[src/rtl/irq_pkg.sv]
package irq_pkg;
  localparam int N_SRC  = 7;
  localparam int N_EXT  = 2;
  localparam int N_HI   = 4;
  localparam int VEC_W  = $clog2(N_SRC);
  localparam int BYTE_W = 8;

  typedef enum logic [1:0] {
    EDGE_OFF  = 2'b00,
    EDGE_FALL = 2'b01,
    EDGE_RISE = 2'b10,
    EDGE_BOTH = 2'b11
  } edge_e;

  localparam logic [2:0] A_REQ_HI = 3'd0;
  localparam logic [2:0] A_REQ_LO = 3'd1;
  localparam logic [2:0] A_EN_HI  = 3'd2;
  localparam logic [2:0] A_EN_LO  = 3'd3;
  localparam logic [2:0] A_EDGE   = 3'd4;
endpackage

[src/rtl/irq_edge_detect.sv]
module irq_edge_detect #(
  parameter int SYNC_STAGES = 2
) (
  input  logic       clk,
  input  logic       rst_n,
  input  logic       pin,
  input  logic [1:0] sel,
  output logic       evt
);
  import irq_pkg::*;

  logic [SYNC_STAGES-1:0] sync_q;
  logic                   hist_q;
  logic                   now_lvl;

  assign now_lvl = sync_q[SYNC_STAGES-1];

  always_ff @(posedge clk or negedge rst_n) begin
    if (!rst_n) begin
      sync_q <= '0;
      hist_q <= 1'b0;
    end else begin
      sync_q <= {sync_q[SYNC_STAGES-2:0], pin};
      hist_q <= now_lvl;
    end
  end

  always_comb begin
    evt = (sel[0] & hist_q & ~now_lvl) | (sel[1] & ~hist_q & now_lvl);
  end

  p_edge_off_silent_r2: assert property (@(posedge clk) disable iff (!rst_n)
    (sel == EDGE_OFF) |-> !evt);
endmodule

[src/rtl/irq_flag_bank.sv]
module irq_flag_bank #(
  parameter int N = 7
) (
  input  logic         clk,
  input  logic         rst_n,
  input  logic [N-1:0] set_evt,
  input  logic [N-1:0] wr_en,
  input  logic [N-1:0] wr_val,
  input  logic [N-1:0] ack_clr,
  output logic [N-1:0] flags
);
  for (genvar i = 0; i < N; i++) begin : g_flag
    always_ff @(posedge clk or negedge rst_n) begin
      if (!rst_n)          flags[i] <= 1'b0;
      else if (set_evt[i]) flags[i] <= 1'b1;
      else if (ack_clr[i]) flags[i] <= 1'b0;
      else if (wr_en[i])   flags[i] <= wr_val[i];
    end

    p_set_wins_r5: assert property (@(posedge clk) disable iff (!rst_n)
      set_evt[i] |=> flags[i]);
    p_ack_clears_r8: assert property (@(posedge clk) disable iff (!rst_n)
      (ack_clr[i] && !set_evt[i]) |=> !flags[i]);
  end
endmodule

[src/rtl/irq_prio_enc.sv]
module irq_prio_enc #(
  parameter int N  = 7,
  parameter int VW = 3
) (
  input  logic [N-1:0]  req,
  output logic          any,
  output logic [VW-1:0] idx
);
  always_comb begin
    idx = '0;
    for (int i = N - 1; i >= 0; i--) begin
      if (req[i]) idx = VW'(i);
    end
    any = |req;
  end

  logic [N-1:0] low_mask;
  always_comb begin
    low_mask = (N'(1) << idx) - N'(1);
    if (any) begin
      p_winner_pending_r7: assert (req[idx]);
      p_no_higher_r7: assert ((req & low_mask) == '0);
    end
  end
endmodule

[src/rtl/prio_irq_ctrl.sv]
module prio_irq_ctrl #(
  parameter int SYNC_STAGES = 2
) (
  input  logic                      clk,
  input  logic                      rst_n,
  input  logic [irq_pkg::N_EXT-1:0] ext_pin,
  input  logic                      tmr0_match,
  input  logic                      tmr1_match,
  input  logic                      adc_done,
  input  logic                      wdt_match,
  input  logic                      wdt_interval_mode,
  input  logic                      itv_overflow,
  input  logic                      bus_sel,
  input  logic                      bus_wr,
  input  logic [2:0]                bus_addr,
  input  logic [7:0]                bus_wdata,
  output logic [7:0]                bus_rdata,
  input  logic                      ei_pulse,
  input  logic                      di_pulse,
  input  logic                      reti_pulse,
  input  logic                      irq_ack,
  output logic                      irq_req,
  output logic [irq_pkg::VEC_W-1:0] irq_vec,
  output logic                      mie,
  output logic                      wake
);
  import irq_pkg::*;

  localparam logic [2*N_EXT-1:0] EDGE_RST = {N_EXT{EDGE_FALL}};

  logic [2*N_EXT-1:0] edge_q;
  logic [N_EXT-1:0]   ext_evt;
  logic [N_SRC-1:0]   set_evt, wr_en, wr_val, ack_clr, flags, en_q, pending;
  logic               any_pend, ack_take, bus_we;
  logic [VEC_W-1:0]   win_idx;

  assign bus_we = bus_sel & bus_wr;

  for (genvar p = 0; p < N_EXT; p++) begin : g_pin
    irq_edge_detect #(.SYNC_STAGES(SYNC_STAGES)) u_edge (
      .clk(clk), .rst_n(rst_n), .pin(ext_pin[p]),
      .sel(edge_q[2*p +: 2]), .evt(ext_evt[p]));
  end

  assign set_evt = {itv_overflow, wdt_match & wdt_interval_mode, adc_done,
                    tmr1_match, tmr0_match, ext_evt};

  for (genvar i = 0; i < N_SRC; i++) begin : g_map
    localparam int       BIT   = (i < N_HI) ? (BYTE_W - 1 - i) : (BYTE_W - 1 - (i - N_HI));
    localparam logic [2:0] FADDR = (i < N_HI) ? A_REQ_HI : A_REQ_LO;
    localparam logic [2:0] EADDR = (i < N_HI) ? A_EN_HI : A_EN_LO;
    assign wr_en[i]   = bus_we && (bus_addr == FADDR);
    assign wr_val[i]  = bus_wdata[BIT];
    assign ack_clr[i] = (i < N_EXT) && ack_take && (win_idx == VEC_W'(i));
    always_ff @(posedge clk or negedge rst_n) begin
      if (!rst_n)                            en_q[i] <= 1'b0;
      else if (bus_we && bus_addr == EADDR) en_q[i] <= bus_wdata[BIT];
    end
  end

  always_ff @(posedge clk or negedge rst_n) begin
    if (!rst_n)                             edge_q <= EDGE_RST;
    else if (bus_we && bus_addr == A_EDGE) edge_q <= bus_wdata[2*N_EXT-1:0];
  end

  irq_flag_bank #(.N(N_SRC)) u_flags (
    .clk(clk), .rst_n(rst_n), .set_evt(set_evt), .wr_en(wr_en),
    .wr_val(wr_val), .ack_clr(ack_clr), .flags(flags));

  assign pending = flags & en_q;

  irq_prio_enc #(.N(N_SRC), .VW(VEC_W)) u_prio (
    .req(pending), .any(any_pend), .idx(win_idx));

  assign irq_req  = mie & any_pend;
  assign irq_vec  = win_idx;
  assign wake     = any_pend;
  assign ack_take = irq_ack & irq_req;

  always_ff @(posedge clk or negedge rst_n) begin
    if (!rst_n)                       mie <= 1'b0;
    else if (ack_take || di_pulse)    mie <= 1'b0;
    else if (ei_pulse || reti_pulse)  mie <= 1'b1;
  end

  always_comb begin
    bus_rdata = '0;
    for (int i = 0; i < N_SRC; i++) begin
      if (i < N_HI) begin
        if (bus_addr == A_REQ_HI) bus_rdata[BYTE_W-1-i] = flags[i];
        if (bus_addr == A_EN_HI)  bus_rdata[BYTE_W-1-i] = en_q[i];
      end else begin
        if (bus_addr == A_REQ_LO) bus_rdata[BYTE_W-1-(i-N_HI)] = flags[i];
        if (bus_addr == A_EN_LO)  bus_rdata[BYTE_W-1-(i-N_HI)] = en_q[i];
      end
    end
    if (bus_addr == A_EDGE) bus_rdata[2*N_EXT-1:0] = edge_q;
  end

  p_ack_drops_mie_r8: assert property (@(posedge clk) disable iff (!rst_n)
    ack_take |=> !mie);
  p_set_mie_r9: assert property (@(posedge clk) disable iff (!rst_n)
    ((ei_pulse || reti_pulse) && !ack_take && !di_pulse) |=> mie);
  p_clear_wins_r9: assert property (@(posedge clk) disable iff (!rst_n)
    di_pulse |=> !mie);
  p_req_enabled_r6: assert property (@(posedge clk) disable iff (!rst_n)
    irq_req |-> (en_q[irq_vec] && flags[irq_vec]));
  p_wdt_gate_r3: assert property (@(posedge clk) disable iff (!rst_n)
    (!wdt_interval_mode && !wr_en[5] && !flags[5]) |=> !flags[5]);
endmodule

[config.mk]
export PLATFORM = sky130hd
export DESIGN_NAME = prio_irq_ctrl
export DESIGN_NICKNAME = d
export VERILOG_FILES = /design/src/rtl/irq_pkg.sv /design/src/rtl/irq_edge_detect.sv /design/src/rtl/irq_flag_bank.sv /design/src/rtl/irq_prio_enc.sv /design/src/rtl/prio_irq_ctrl.sv
export SDC_FILE = /design/constraint.sdc
export NUM_CORES = 1
export LEC_CHECK = 0
export BUFFER_PORTS_ARGS = -buffer_cell sky130_fd_sc_hd__clkbuf_2
export CAP_MARGIN = 15
export CORE_MARGIN = 8
export CORE_UTILIZATION = 45
export CTS_CLUSTER_DIAMETER = 50
export CTS_CLUSTER_SIZE = 14
export DETAILED_ROUTE_END_ITERATION = 10
export HOLD_SLACK_MARGIN = 0.02
export PLACE_DENSITY = 0.81
export SETUP_SLACK_MARGIN = 0.3
export SLEW_MARGIN = 20
export SYNTH_ARGS = -nofsm -noshare
export SYNTH_HDL_FRONTEND = slang
export SYNTH_SLANG_ARGS = --single-unit
[constraint.sdc]
create_clock -name clk -period 3.6 [get_ports clk]
set_clock_uncertainty 0.05 [all_clocks]
set_input_delay 0.72 -clock clk [delete_from_list [all_inputs] [get_ports clk]]
set_output_delay 0.72 -clock clk [all_outputs]
set_load 0.01 [all_outputs]
==> run_results.csv <==
group,metric,value,unit
timing,maxSlewViolCount,0,
grt,grt_antenna_before_repair,0,
placed_design,detailed_place.area,1460,sq um
worst_setup_path,worstSetupStartpoint,"bus_addr[1]",
clocking,clock_h_tree_levels,1,
yosys,synth_area_per_cell,12.0,sq um
placed_design,final_weighted_congestion_in_routability_driven_placement,0.835,
timing,max_freq,391,MHz
placed_design,port-buffer-count,40,
yosys,synth_sequential_area_ratio,50.5,%
clocking,cts_post_setup_buffers_inserted,0,
power,cellPowerDensity,461,nW/um^2
yosys,ys_dominant_reg_cell,"dfrtp_1",
yosys,synth_area,1240,sq um
worst_setup_path,critPathMaxStageDelay,0.53,ns
grt,largest_net_degree_at_the_start_of_global_routing,26,
layout,drive_gt1_share,50.3,%
detailed_routing,wl_per_cell,16.7,um
worst_setup_path,crit_chain,"clkbuf_2, mux4_2, and2b_2, clkbuf_2",
detailed_routing,count_of_nets_left_with_antenna_violations_after_detail_routing,0,
detailed_routing,firstDrtPassIters,6,
layout,final_util,55.5,%
yosys,yosys_warnings,0,
layout,layout.cells.most_common_list,"40 x clkbuf_2, 23 x dfrtp_1, 14 x nand2_1",
placed_design,dp_hpwl,2350,um
timing,max_slew_margin,59.8,%
clocking,ctsRootBufferMaster,"clkbuf_4",
worst_setup_path,r2r_setup_slack,2.08,ns
grt,groute.usage.overall,12.6,%
yosys,synth_seq_cells,25,
worst_setup_path,regToRegStartpoint,"u_flags.flags[4]",
worst_setup_path,timing.setup.critical_path_class,"input port to output pin",
floorplanning,dieWidth,68.6,um
yosys,synthArstFlopShare,100,%
timing,tightest_pin_transition,0.604,ns
clocking,cts.repair.resized,0,
worst_setup_path,path_common_cell,"clkbuf_2",
timing,final-setup-viol-count,0,
timing,period_share,71.0,%
yosys,synth.distinct_cells,36,
clocking,cts.sink_count,25,
floorplanning,fp.coreArea,2690,sq um
yosys,synth_largest_area_cell,"dfrtp_1",
floorplanning,die_area,4700,sq um
grt,grt_first_pass_wirelength,4510,um
worst_setup_path,endpoint,"bus_rdata[7]",
layout,final_nets,173,
worst_setup_path,crit_buf_inv,2,
worst_setup_path,worstReg2RegEnd,"mie",
hold_path,worstHoldStart,"g_pin[0].u_edge.sync_q[0]",
yosys,synth.area.top_cells,"dfrtp_1 46%, mux2_2 10%, mux4_2 5.4%, dfstp_2 4.2%, nand2_1 4.2%",
timing,final-hold-violation-count,0,
layout,syn_to_final_growth,19.9,%
timing,finalSetupTns,0,ns
clocking,clock_tree.buffer_depth,2,
layout,antenna_cells,0,
worst_setup_path,reg2reg_depth,4,
detailed_routing,avgViaCountPerCell,5.65,
power,total_leakage_power,0.000699,uW
timing,final.hold.worst_slack,0.317,ns
floorplanning,number_of_placed_i_o_pins,41,
worst_setup_path,worstPathRequired,2.83,ns
worst_setup_path,worst_path_dominant_cell_family,"multiplexers",
detailed_routing,drtIter0Drc,30,
worst_setup_path,cp_data_arrival_time,1.78,ns
clocking,cts_tree,"yes",
status,status,"finished, final reports clean",
hold_path,hold_class,"flop to flop",
yosys,synth_enable_flop_cells,0,
clocking,path_clk_slew,0.14,ns
detailed_routing,drc,0,
detailed_routing,drt-total-wl,2940,um
worst_setup_path,timing.critical_path.to_type,"output pin",
yosys,syn-instance-count,104,
worst_setup_path,setup.worst_path.start_class,"input port",
job,drv_cap,0,
worst_setup_path,cp_num_cells,4,
power,vdd_ir_drop_max,0.000323,V
timing,rsz0062_at_grt,"false",
detailed_routing,vias,995,
layout,leading_cell_type_in_the_layout_fill_and_taps_excluded,"clkbuf_2",
grt,gr-total-overflow,0,
layout,final_design_area_no_fill,1490,sq um
timing,layout_min_cycle_time,2.55,ns
yosys,mappedNetlistNets,131,
floorplanning,die_y,68.6,um
worst_setup_path,critPathSlowestCell,"mux4_2",
clocking,cts_hold_repair.buffers,0,
grt,number_of_global_route_vias_before_repair,958,
floorplanning,floorplan.initialDensity,46.3,%
floorplanning,placementRows,19,
worst_setup_path,critPathMaxFanout,8,
yosys,netlist.area_leader.share,46.3,%
clocking,clock_latency,0.31,ns
clocking,cts_made_buffers,3,
==> logic make-up (layout without fill, tap and decap cells) <==
group           after synthesis  in the layout  synth area share (%)
simple gates                 42             42                  20.2
flops                        25             25                  50.5
buf+inv                       4             45                  2.01
compound gates               16             16                  9.46
mux                          17             17                  17.8
==> where the power goes <==
| group | internal, uW | switching, uW | leakage [uW] | total, uW |
|---|---|---|---|---|
| Clock | 42.3 | 85.3 | 0.0000139 | 128 |
| Sequential | 327 | 39.5 | 0.000279 | 367 |
| Combinational | 97.3 | 96.2 | 0.000406 | 193 |
==> how the worst min path moves through the flow <==
stage | end | slack [ns] | depth (start not counted)
2_1_floorplan | g_pin[0].u_edge.sync_q[1] | 0.28 | 0
3_3_place_gp | g_pin[0].u_edge.sync_q[1] | 0.29 | 0
3_5_place_dp | g_pin[0].u_edge.sync_q[1] | 0.29 | 0
4_1_cts | g_pin[0].u_edge.sync_q[1] | 0.32 | 0
5_1_grt | g_pin[1].u_edge.sync_q[1] | 0.32 | 0
6_report | g_pin[0].u_edge.sync_q[1] | 0.32 | 0
==> through the flow <==
| stage | std cells | power (uW) | setup slack, ns |
|---|---|---|---|
| 6_report | 176 | 688 | 1.05 |
| 5_1_grt | 176 | 727 | 1.01 |
| 4_1_cts | 176 | 689 | 1.05 |
| 3_5_place_dp | 172 | 564 | 1.05 |
| 3_3_place_gp | 172 | 552 | 1.07 |
| 2_1_floorplan | 104 | 483 | 1.20 |
==> synthesized netlist by cell type, types with 3 or more instances <==
library cell	count
mux2i_1	3
nand2_1	14
mux2_2	11
and3_2	4
and2b_2	3
dfrtp_1	23
mux4_2	3
nand3_1	5
==> layout make-up <==
cell class | count | area [sq um]
inverter | 1 | 3.75
multi-input combinational | 75 | 591
fill | 243 | 1190
tap | 31 | 38.8
clock buffer | 3 | 22.5
clock inverter | 1 | 7.51
timing repair buffer | 40 | 200
sequential | 25 | 628
==> registers in the layout, indices dropped and copies added, names as in the netlist <==
name and cells:
edge_q 4, g_pin.u_edge.sync_q 4, mie 1, en_q 7, g_pin.u_edge.hist_q 2, u_flags.flags 7
==> per-layer routing <==
metal,part of all wire (%),global-route usage [%],vias to the layer above,wire [um]
li1,-,-,468,-
met1,41,15.9,487,1220
met2,51,21.4,36,1490
met3,6.8,2.91,4,199
met4,0.99,3.07,0,29
met5,0,0,-,0
Note: power is estimated with default switching activity, not from simulation.
